### src/rtl/sp_interp_pkg.sv
// Package: shared types for the single-axis sub-pixel interpolator.
// Assumes nothing beyond IEEE 1800-2017 types.
package sp_interp_pkg;

    // Sub-pixel offset codes (the decoder in sp_tap_kernel depends on them)
    localparam logic [1:0] OFS_HALF_ALIAS = 2'd0;
    localparam logic [1:0] OFS_QUARTER    = 2'd1;
    localparam logic [1:0] OFS_HALF       = 2'd2;
    localparam logic [1:0] OFS_THREEQ     = 2'd3;

    typedef enum logic {
        PH_LOAD = 1'b0,
        PH_RUN  = 1'b1
    } phase_e;

    typedef struct packed {
        logic [1:0] mode;
        logic       vert;
        logic       rnd;
        logic       avg;
    } blk_cfg_t;

endpackage

### src/rtl/sp_win_buf.sv
// Module: sp_win_buf
// Holds the reference window written one pixel per cycle. It presents four
// taps at base, base+step, base+2*step and base+3*step.
// Assumes the caller keeps every tap address inside DEPTH.
module sp_win_buf #(
    parameter int PIX_W = 8,
    parameter int DEPTH = 88,
    parameter int AW    = $clog2(DEPTH)
) (
    input  logic                      clk,
    input  logic                      wr_en,
    input  logic [AW-1:0]             wr_addr,
    input  logic [PIX_W-1:0]          wr_data,
    input  logic [AW-1:0]             rd_base,
    input  logic [AW-1:0]             rd_step,
    output logic [3:0][PIX_W-1:0]     taps
);

    logic [PIX_W-1:0] mem [DEPTH];

    // Store one window pixel per accepted beat
    always_ff @(posedge clk) begin
        if (wr_en) begin
            mem[wr_addr] <= wr_data;
        end
    end

    // Four read ports spaced by the axis stride
    for (genvar t = 0; t < 4; t++) begin : g_tap
        logic [AW-1:0] addr;
        assign addr    = rd_base + AW'(t) * rd_step;
        assign taps[t] = mem[addr];
    end

endmodule

### src/rtl/sp_tap_kernel.sv
// Module: sp_tap_kernel
// Combinational four-tap filter. It selects the quarter, half or
// three-quarter kernel, adds the offset-specific bias, shifts
// arithmetically, clamps to the pixel range and optionally averages with a
// destination pixel. Assumes taps[0] is the pixel one position before the
// output position along the filter axis.
module sp_tap_kernel #(
    parameter int PIX_W = 8
) (
    input  logic [3:0][PIX_W-1:0] taps,
    input  logic [1:0]            mode,
    input  logic                  rbit,
    input  logic                  avg,
    input  logic [PIX_W-1:0]      dest,
    output logic [PIX_W-1:0]      filt_pix,
    output logic [PIX_W-1:0]      res_pix
);
    import sp_interp_pkg::*;

    localparam int ACC_W = PIX_W + 9;
    localparam logic signed [ACC_W-1:0] K3   = ACC_W'(3);
    localparam logic signed [ACC_W-1:0] K4   = ACC_W'(4);
    localparam logic signed [ACC_W-1:0] K9   = ACC_W'(9);
    localparam logic signed [ACC_W-1:0] K18  = ACC_W'(18);
    localparam logic signed [ACC_W-1:0] K53  = ACC_W'(53);
    localparam logic signed [ACC_W-1:0] B_QT = ACC_W'(32);
    localparam logic signed [ACC_W-1:0] B_HF = ACC_W'(8);
    localparam logic signed [ACC_W-1:0] PMAX = ACC_W'((1 << PIX_W) - 1);

    logic signed [ACC_W-1:0] sa, sb, sc, sd, acc, rext, biased, scaled;
    logic                    long_shift;
    logic [PIX_W:0]          avg_sum;

    // Zero-extend taps into the signed accumulator domain
    always_comb begin
        sa   = signed'({{(ACC_W-PIX_W){1'b0}}, taps[0]});
        sb   = signed'({{(ACC_W-PIX_W){1'b0}}, taps[1]});
        sc   = signed'({{(ACC_W-PIX_W){1'b0}}, taps[2]});
        sd   = signed'({{(ACC_W-PIX_W){1'b0}}, taps[3]});
        rext = signed'({{(ACC_W-1){1'b0}}, rbit});
    end

    // Kernel selection, bias and shift per offset
    always_comb begin
        unique case (mode)
            OFS_QUARTER: begin
                acc        = K53 * sb + K18 * sc - K4 * sa - K3 * sd;
                biased     = acc + B_QT - rext;
                long_shift = 1'b1;
            end
            OFS_THREEQ: begin
                acc        = K18 * sb + K53 * sc - K3 * sa - K4 * sd;
                biased     = acc + B_QT - rext;
                long_shift = 1'b1;
            end
            default: begin
                acc        = K9 * (sb + sc) - sa - sd;
                biased     = acc + B_HF - rext;
                long_shift = 1'b0;
            end
        endcase
        scaled = long_shift ? (biased >>> 6) : (biased >>> 4);
    end

    // Clamp to the pixel range
    always_comb begin
        if (scaled < 0) begin
            filt_pix = '0;
        end else if (scaled > PMAX) begin
            filt_pix = '1;
        end else begin
            filt_pix = scaled[PIX_W-1:0];
        end
    end

    // Optional rounded-up average with the destination pixel
    always_comb begin
        avg_sum = {1'b0, filt_pix} + {1'b0, dest} + {{PIX_W{1'b0}}, 1'b1};
        res_pix = avg ? avg_sum[PIX_W:1] : filt_pix;
    end

endmodule

### src/rtl/sp_seq_ctrl.sv
// Module: sp_seq_ctrl
// Sequencer. It counts window beats into the buffer, captures the
// configuration on the first beat, then walks the output raster and emits
// one pixel per step (every cycle in put mode, every accepted destination
// beat in average mode). Assumes BLK >= 2.
module sp_seq_ctrl #(
    parameter int BLK  = 8,
    parameter int WIN  = BLK * (BLK + 3),
    parameter int AW   = $clog2(WIN),
    parameter int CW   = $clog2(BLK)
) (
    input  logic                          clk,
    input  logic                          rst_n,
    input  logic                          in_valid,
    output logic                          in_ready,
    input  sp_interp_pkg::blk_cfg_t       cfg_in,
    output sp_interp_pkg::blk_cfg_t       cfg_q,
    output logic                          wr_en,
    output logic [AW-1:0]                 wr_addr,
    output logic [AW-1:0]                 rd_base,
    output logic [AW-1:0]                 rd_step,
    output logic                          emit,
    output logic                          emit_last
);
    import sp_interp_pkg::*;

    localparam int SPAN_H = BLK + 3;

    phase_e        ph;
    logic [AW-1:0] wr_idx;
    logic [CW-1:0] row, col;
    logic          accept, load_last, col_end, row_end;

    // Handshake and step decode
    always_comb begin
        in_ready  = (ph == PH_LOAD) || cfg_q.avg;
        accept    = in_valid && in_ready;
        load_last = (ph == PH_LOAD) && accept && (wr_idx == AW'(WIN - 1));
        emit      = (ph == PH_RUN) && (cfg_q.avg ? in_valid : 1'b1);
        col_end   = (col == CW'(BLK - 1));
        row_end   = (row == CW'(BLK - 1));
        emit_last = emit && col_end && row_end;
        wr_en     = (ph == PH_LOAD) && in_valid;
        wr_addr   = wr_idx;
    end

    // Tap base address of the current output along the chosen axis
    always_comb begin
        if (cfg_q.vert) begin
            rd_base = AW'(int'(row) * BLK + int'(col));
            rd_step = AW'(BLK);
        end else begin
            rd_base = AW'(int'(row) * SPAN_H + int'(col));
            rd_step = AW'(1);
        end
    end

    // Phase, beat counter, raster counters and configuration capture
    always_ff @(posedge clk) begin
        if (!rst_n) begin
            ph     <= PH_LOAD;
            wr_idx <= '0;
            row    <= '0;
            col    <= '0;
            cfg_q  <= '0;
        end else begin
            unique case (ph)
                PH_LOAD: begin
                    if (accept) begin
                        if (wr_idx == '0) begin
                            cfg_q <= cfg_in;
                        end
                        wr_idx <= load_last ? '0 : wr_idx + 1'b1;
                        if (load_last) begin
                            ph <= PH_RUN;
                        end
                    end
                end
                PH_RUN: begin
                    if (emit) begin
                        col <= col_end ? '0 : col + 1'b1;
                        if (col_end) begin
                            row <= row_end ? '0 : row + 1'b1;
                        end
                        if (emit_last) begin
                            ph <= PH_LOAD;
                        end
                    end
                end
                default: ph <= PH_LOAD;
            endcase
        end
    end

    AST_CFG_HELD_IN_RUN: assert property (@(posedge clk) disable iff (!rst_n)
        (ph == PH_RUN) && ($past(ph) == PH_RUN) |-> $stable(cfg_q));

    AST_WR_IN_WINDOW: assert property (@(posedge clk) disable iff (!rst_n)
        wr_en |-> (int'(wr_addr) < WIN));

endmodule

### src/rtl/sp_interp_1d.sv
// Module: sp_interp_1d (top)
// Single-axis sub-pixel interpolator for one BLK x BLK block. It loads the
// reference window, filters it along one axis, and emits registered pixels
// in raster order with a done pulse on the last one. Assumes the window is
// streamed row-major with one pixel before and two after the block along
// the filter axis.
module sp_interp_1d #(
    parameter int PIX_W = 8,
    parameter int BLK   = 8
) (
    input  logic             clk,
    input  logic             rst_n,
    input  logic             in_valid,
    output logic             in_ready,
    input  logic [PIX_W-1:0] in_pix,
    input  logic [1:0]       cfg_mode,
    input  logic             cfg_vert,
    input  logic             cfg_rnd,
    input  logic             cfg_avg,
    output logic             out_valid,
    output logic [PIX_W-1:0] out_pix,
    output logic             out_done
);
    import sp_interp_pkg::*;

    localparam int WIN  = BLK * (BLK + 3);
    localparam int AW   = $clog2(WIN);
    localparam int CW   = $clog2(BLK);
    localparam int NPIX = BLK * BLK;
    localparam int NW   = $clog2(NPIX + 1);

    blk_cfg_t             cfg_in, cfg_q;
    logic                 wr_en, emit, emit_last, rbit;
    logic [AW-1:0]        wr_addr, rd_base, rd_step;
    logic [3:0][PIX_W-1:0] taps;
    logic [PIX_W-1:0]     filt_pix, res_pix;

    assign cfg_in = '{mode: cfg_mode, vert: cfg_vert, rnd: cfg_rnd, avg: cfg_avg};
    assign rbit   = cfg_q.vert ? ~cfg_q.rnd : cfg_q.rnd;

    sp_seq_ctrl #(.BLK(BLK), .WIN(WIN), .AW(AW), .CW(CW)) u_ctrl (
        .clk       (clk),
        .rst_n     (rst_n),
        .in_valid  (in_valid),
        .in_ready  (in_ready),
        .cfg_in    (cfg_in),
        .cfg_q     (cfg_q),
        .wr_en     (wr_en),
        .wr_addr   (wr_addr),
        .rd_base   (rd_base),
        .rd_step   (rd_step),
        .emit      (emit),
        .emit_last (emit_last)
    );

    sp_win_buf #(.PIX_W(PIX_W), .DEPTH(WIN), .AW(AW)) u_buf (
        .clk     (clk),
        .wr_en   (wr_en),
        .wr_addr (wr_addr),
        .wr_data (in_pix),
        .rd_base (rd_base),
        .rd_step (rd_step),
        .taps    (taps)
    );

    sp_tap_kernel #(.PIX_W(PIX_W)) u_kern (
        .taps     (taps),
        .mode     (cfg_q.mode),
        .rbit     (rbit),
        .avg      (cfg_q.avg),
        .dest     (in_pix),
        .filt_pix (filt_pix),
        .res_pix  (res_pix)
    );

    // Output register stage
    always_ff @(posedge clk) begin
        if (!rst_n) begin
            out_valid <= 1'b0;
            out_done  <= 1'b0;
            out_pix   <= '0;
        end else begin
            out_valid <= emit;
            out_done  <= emit_last;
            if (emit) begin
                out_pix <= res_pix;
            end
        end
    end

    // Independent count of outputs within the current block
    logic [NW-1:0] chk_cnt;
    always_ff @(posedge clk) begin
        if (!rst_n) begin
            chk_cnt <= '0;
        end else if (out_done) begin
            chk_cnt <= '0;
        end else if (out_valid) begin
            chk_cnt <= chk_cnt + 1'b1;
        end
    end

    AST_DONE_WITH_VALID: assert property (@(posedge clk) disable iff (!rst_n)
        out_done |-> out_valid);

    AST_DONE_AT_LAST: assert property (@(posedge clk) disable iff (!rst_n)
        out_done |-> (chk_cnt == NW'(NPIX - 1)));

    AST_AVG_NEEDS_BEAT: assert property (@(posedge clk) disable iff (!rst_n)
        out_valid && cfg_q.avg |-> $past(in_valid));

    AST_AVG_BETWEEN: assert property (@(posedge clk) disable iff (!rst_n)
        out_valid && cfg_q.avg |->
            ((out_pix >= $past(filt_pix)) || (out_pix >= $past(in_pix))) &&
            ((out_pix <= $past(filt_pix)) || (out_pix <= $past(in_pix))));

endmodule

### config.mk
export PLATFORM = sky130hd
export DESIGN_NAME = sp_interp_1d
export DESIGN_NICKNAME = d
export VERILOG_FILES = /design/src/rtl/sp_interp_pkg.sv /design/src/rtl/sp_win_buf.sv /design/src/rtl/sp_tap_kernel.sv /design/src/rtl/sp_seq_ctrl.sv /design/src/rtl/sp_interp_1d.sv
export SDC_FILE = /design/constraint.sdc
export NUM_CORES = 2
export LEC_CHECK = 0
export BUFFER_PORTS_ARGS = -buffer_cell sky130_fd_sc_hd__buf_4
export CAP_MARGIN = 20
export CORE_UTILIZATION = 50
export DETAILED_ROUTE_END_ITERATION = 10
export PLACE_DENSITY = 0.79
export SYNTH_ARGS = -nofsm -noshare
export SYNTH_HDL_FRONTEND = slang
export SYNTH_HIERARCHICAL = 1
export SYNTH_SLANG_ARGS = --single-unit
### constraint.sdc
create_clock -name clk -period 14.05 [get_ports clk]
set_input_delay 2.81 -clock clk [delete_from_list [all_inputs] [get_ports clk]]
set_output_delay 2.81 -clock clk [all_outputs]
set_load 0.005 [all_outputs]
---- After elaboration in Yosys (flattened, before gate mapping) ----
Memories as Yosys holds them, arrays and structs flattened.
Cells that the tools add are included.
word-level totals
  flip-flop bits (word level) ............. 29
  input bits .............................. 16
  bits in writable memories ............... 704
  output and inout bits ................... 11
  word-level logic and storage cells ...... 89
  memories kept ........................... 1
memories
  memory     depth  width  read ports  clocked after Yosys merged registers in  write ports  line              source
  u_buf.mem  88     8      4           0                                        1            sp_win_buf.sv:19  logic [PIX_W-1:0] mem [DEPTH];
operators by class
  reduce and logical (&&, ||, !) cells .... 14
  add/sub/neg operators ................... 25
  multiply operators ...................... 9
  eq/ne operators ......................... 5
  order comparisons ....................... 2
  multiplexer cells ....................... 20
  bitwise operators ....................... 2
operators by type and width
  operator                                                      count
  subtractor 17 x 2 -> 17 bit                                   3
  adder 17 bit                                                  2
  adder 17 x 7 -> 17 bit (second input constant)                2
  case mux 17 bit (2 select lines)                              1
  subtractor 17 x 11 -> 17 bit                                  2
  subtractor 17 bit                                             2
  subtractor 17 x 9 -> 17 bit                                   2
  multiplier 6 x 8 -> 14 bit (first input constant)             2
  multiplier 4 x 8 -> 12 bit (first input constant)             2
  two-way mux 8 bit                                             3
  multiplier 2 x 8 -> 10 bit (first input constant)             2
  adder 8 x 8 -> 9 bit                                          2
  adder 17 x 5 -> 17 bit (second input constant)                1
  multiplier 5 x 17 -> 17 bit (first input constant)            1
  adder 7 x 4 -> 7 bit                                          2
  two-way mux 7 bit                                             2
  > comparator 13 x 9 -> 1 bit (second input constant)          1
  less-than comparator 13 x 1 -> 1 bit (second input constant)  1
  two-way mux 12 bit                                            1
  adder 9 x 1 -> 9 bit (second input constant)                  1
  two-way mux 1 bit                                             9
  adder 6 x 3 -> 7 bit                                          1
  adder 7 x 1 -> 7 bit (second input constant)                  1
  adder 7 x 5 -> 7 bit                                          1
  other kinds (18)                                              30

---- Logic depth before layout (Yosys ltp) ----
An unclocked memory read counts as a cell.
  depth in word-level cells ............... 19
  depth in mapped cells ................... 64
  depth with buffers taken out ............ 61

---- Modules after synthesis ----
Netlist, hierarchy kept.
modules (own cells, without submodules)
  module         area each (sq um)  instances  cells an instance  seq. area each (sq um)
  sp_win_buf     45864.0            1          2856               21140.3
  sp_tap_kernel  8230.4             1          981                0.0
  sp_seq_ctrl    1402.6             1          157                380.4
  sp_interp_1d   364.1              1          30                 200.2

---- Worst setup path after synthesis ----
No wires, ideal clock.
  path kind ............................... register -> register
  start ................................... reg u_ctrl.row[2]
  end ..................................... reg out_pix[6]
  setup slack ............................. -0.002 ns
  required time ........................... 13.934 ns
  buffers on the path ..................... 7
  data arrival time ....................... 13.936 ns
  library setup time ...................... 0.116 ns
  stages on the path, launching flop included .. 58
  cell sequence ........................... dfxtp_1 -> ha_1 -> xor2_1 -> ha_1 -> inv_1 -> fa_1 -> mux2i_1 -> clkbuf_1 -> clkbuf_1 -> buf_2 -> clkbuf_1 -> clkinv_1 -> fa_1 -> clkbuf_1 -> clkbuf_1 -> clkbuf_1 -> mux4_2 -> mux4_2 -> (+22 left out) -> a211oi_1 -> o21ai_1 -> o31ai_1 -> mux2_2 -> a22oi_1 -> o31ai_4 -> nand2_2 -> inv_1 -> a21oi_1 -> ha_1 -> a21o_1 -> a21oi_1 -> nor2b_1 -> or4_1 -> o2111ai_1 -> o211ai_1 -> mux2i_1 -> nor2b_1
RTL lines
  what                    line                source
  start, declared         sp_seq_ctrl.sv:31   logic [CW-1:0] row, col;
  start signal, assigned  sp_seq_ctrl.sv:83   row <= row_end ? '0 : row + 1'b1;
  end signal, assigned    sp_interp_1d.sv:86  out_pix <= res_pix;
  end, declared           sp_interp_1d.sv:21  output logic [PIX_W-1:0] out_pix,

==> metrics list <==
* Vias/cell: 7.38
- For the finished layout, the period the worst path requires is around 14000 ps.
- Counting distinct cell types in the post-synthesis netlist gives between 90 and 100.
- Fraction of layout cells with a size suffix above 1: a little under a third
- The routed layout has 41700 vias.
* Most used flip-flop cell after synthesis: edfxtp_1
- In the final routed layout, each cell accounts on average for roughly 35 µm.
* Count of placed standard cells including taps: 5474
* Post-Layout Cell Count: about 5700
- CP required: roughly 15000 ps
- Category of the worst setup path launch point: flip-flop
- Top cell type by total area after synthesis: edfxtp_1
* Post-Synthesis Mean Instance Area: 13.9 µm²
* Share of synthesized flip-flops with an asynchronous set or reset: 0%
- In the routed design, unresolved DRC markers number 0.
- The final layout contains routed wiring with a total length of about 200000 µm.
- Fmax achieved: roughly 73 MHz
* Overall track demand over capacity in global routing: 34.4%
- The slowest stage of the critical path is the nor3_2 cell.
* Clock-pin transition on the worst setup and hold timing paths: 60 ps
- The net count of the finished layout is 4470.
- Cell type with the highest occurrence count on the critical path: ha_1
- HP Class: flip-flop to flip-flop
- Summed over its instances, the top area cell type makes up 37.8% of the synthesized netlist area.
- Yosys warns: 6
* Maximum number of pins on one net before global-route repair: around 100
- Status: finished clean
- First-pass GRT wire length: 279000 µm
- In the synthesized netlist, the number of instances is 4024.
- Ranked by total cell area, the synthesized netlist is headed by edfxtp_1, mux4_2, ha_1.
- 27 I/O pins were placed.
- The number of global-route vias before repair is between 40000 and 50000.
- Clock tree from TritonCTS: built
- Die outline area: 0.113 mm²
* Area growth from synthesis to layout: 11.0%
- In this run, the number of DRC markers left after iteration 0 of detailed routing was roughly 7000.
* Arrival @ worst endpoint: between 10000 and 15000 ps
* Final setup vio count: 0
- By instance count, the leading cell after synthesis is mux4_2.
- Total core area: roughly 0.11 mm²
* CTS Buf Count: between 70 and 80
- First-pass detailed-route iteration total: 7
- In this run the tool buffered the top-level ports with 26 buffer cells.
- Total placed instance area: approximately 0.06 mm²
- The clock net in this run drives a total of roughly 730 sinks.
* Portion of the post-synthesis area used by sequential elements: between 30 and 40%
- Of all nets on the critical path, the largest fanout is 7.
* Vert. Die Dim: 336 µm
* Post-synth top cells: mux4_2, edfxtp_1, nand2_1
- Summed over all nets, the half-perimeter wirelength after detailed placement is between 100000 and 150000 µm.
- The max-slew violation count came to 0.
- In the finished design, the share of the clock period the worst path needs comes to approximately 100%.
- Final-layout setup total negative slack: 0 ps
- Initial antenna violation count: 9
- For this run, the share of the core covered by cells in the final layout is 56.1%.
- The synthesized netlist occupies a cell area of between 0.05 and 0.06 mm².
* Maximum cell stage delay along the critical path: 730 ps
- Routability-driven placement finished with a final weighted congestion of approximately 1.1.
- Crit Path Category: flip-flop to flip-flop
- Max capacitance violation total: 0
- Final ANT Viol Nets: 0
- Max Root-Sink Buffers: 3
- Source-to-sink clock delay at the later pin of the worst-skew pair: 690 ps
- Final design instance area without fill: 0.0620 mm²
- In this run the core area contains between 100 and 150 standard-cell rows.
- For this run the aggregate overflow at the end of global routing stands at 0.
* Clk Tree Root Cell: clkbuf_16
* CTS H-tree depth: 3
- Buffers inserted to repair hold after CTS numbered 0.
- Flop and latch count out of synthesis: around 730
- The synthesized design contains approximately 700 enable-type register cells.
* Relative slew margins: about 16%
- Final worst clock skew: around 41 ps
- Endpoints failing hold: 0
- Endpoint kind of the worst setup timing path: flip-flop
- Effective utilization at floorplan: 50.5%
* Worst-Margin Slew: 1260 ps
- Die width: ~340 µm
[logic make-up after synthesis]
kind of cell | share of synthesized area [%]
buffers and inverters | 4.18
muxes | 32.7
and+or+nand+nor | 7.62
AOI/OAI and AO/OA | 5.85
DFF | 38.9
xor gates and xnor gates | 1.75
other | 0.00671
adders and majority gates | 9.05
[worst max-delay path: cells and delay by family (launching register included)]
kind,cells,cell delay [ps]
simple gates,16,3230
flops,1,360
xor+xnor,2,670
fa+ha+maj,17,6020
mux,2,440
compound gates,15,2380
buf+inv,4,430
[area by class of cell]
type                       count  area [µm²]
fill                        8484       48600
tap                         1488        1860
clock buffer                  89        2060
timing repair buffer         269        2560
sequential                   733       21700
antenna                        5        12.5
multi-input combinational   2760       32300
clock inverter                49         571
inverter                     261         987
[final timing paths]
check,endpoint,depth (start not counted),start,slack (ps)
max,out_pix[7],56,u_ctrl/row[0],400
min,u_ctrl/row[0],2,u_ctrl/row[0],520
max reg2reg,out_pix[7],56,u_ctrl/row[0],400
min reg2reg,u_ctrl/row[0],2,u_ctrl/row[0],520
[state kept, by name, indices dropped and copies added (netlist names)]
| name | flops |
|---|---|
| u_buf/mem | 704 |
| u_ctrl/ph | 1 |
| out_valid | 1 |
| out_pix | 8 |
| u_ctrl/row | 3 |
| u_ctrl/cfg_q | 5 |
| u_ctrl/col | 3 |
| out_done | 1 |
| u_ctrl/wr_addr | 7 |
[cell usage in the layout, fill, tap and decap left out, types with 47 or more instances in the layout]
master	netlist	routed
nor2_1	183	154
mux2i_1	139	137
nor2b_1	50	47
fa_1	90	87
buf_4	37	219
nand2_1	376	374
ha_1	260	254
inv_1	248	248
edfxtp_1	704	704
xnor2_1	57	55
nand3_1	114	113
a21oi_1	114	112
clkbuf_16	0	88
mux4_2	724	724
[per-layer routing]
| layer | vias up | share of wire [%] | GRT usage [%] | wire (µm) |
|---|---|---|---|---|
| met1 | 20600 | 31 | 41.6 | 61300 |
| met5 | - | 0.037 | 0 | 73 |
| li1 | 16200 | - | - | - |
| met2 | 3949 | 44 | 50.5 | 85500 |
| met3 | 973 | 17 | 14.0 | 32900 |
| met4 | 10 | 8.5 | 22.9 | 16600 |
[what timing repair did]
| item | CTS | global route |
|---|---|---|
| hold endpoints to repair | 0 | 0 |
| setup endpoints to repair | 4 | 8 |
| pin swaps | 2 | 8 |
| gates cloned | 0 | 8 |
| setup buffers | 4 | 15 |
| resized for setup | 1 | 65 |
[per-stage QoR]
step | hold slack [ps] | setup WS [ps]
6_report | 521 | 399
3_3_place_gp | 505 | 31.0
4_1_cts | 526 | 70.9
5_1_grt | 545 | -172
3_5_place_dp | 510 | -190
2_1_floorplan | 474 | 9.95
Power is left out: the tool's default activity adds up to more than one toggle a clock period on the data nets, which glitch-free logic cannot reach.
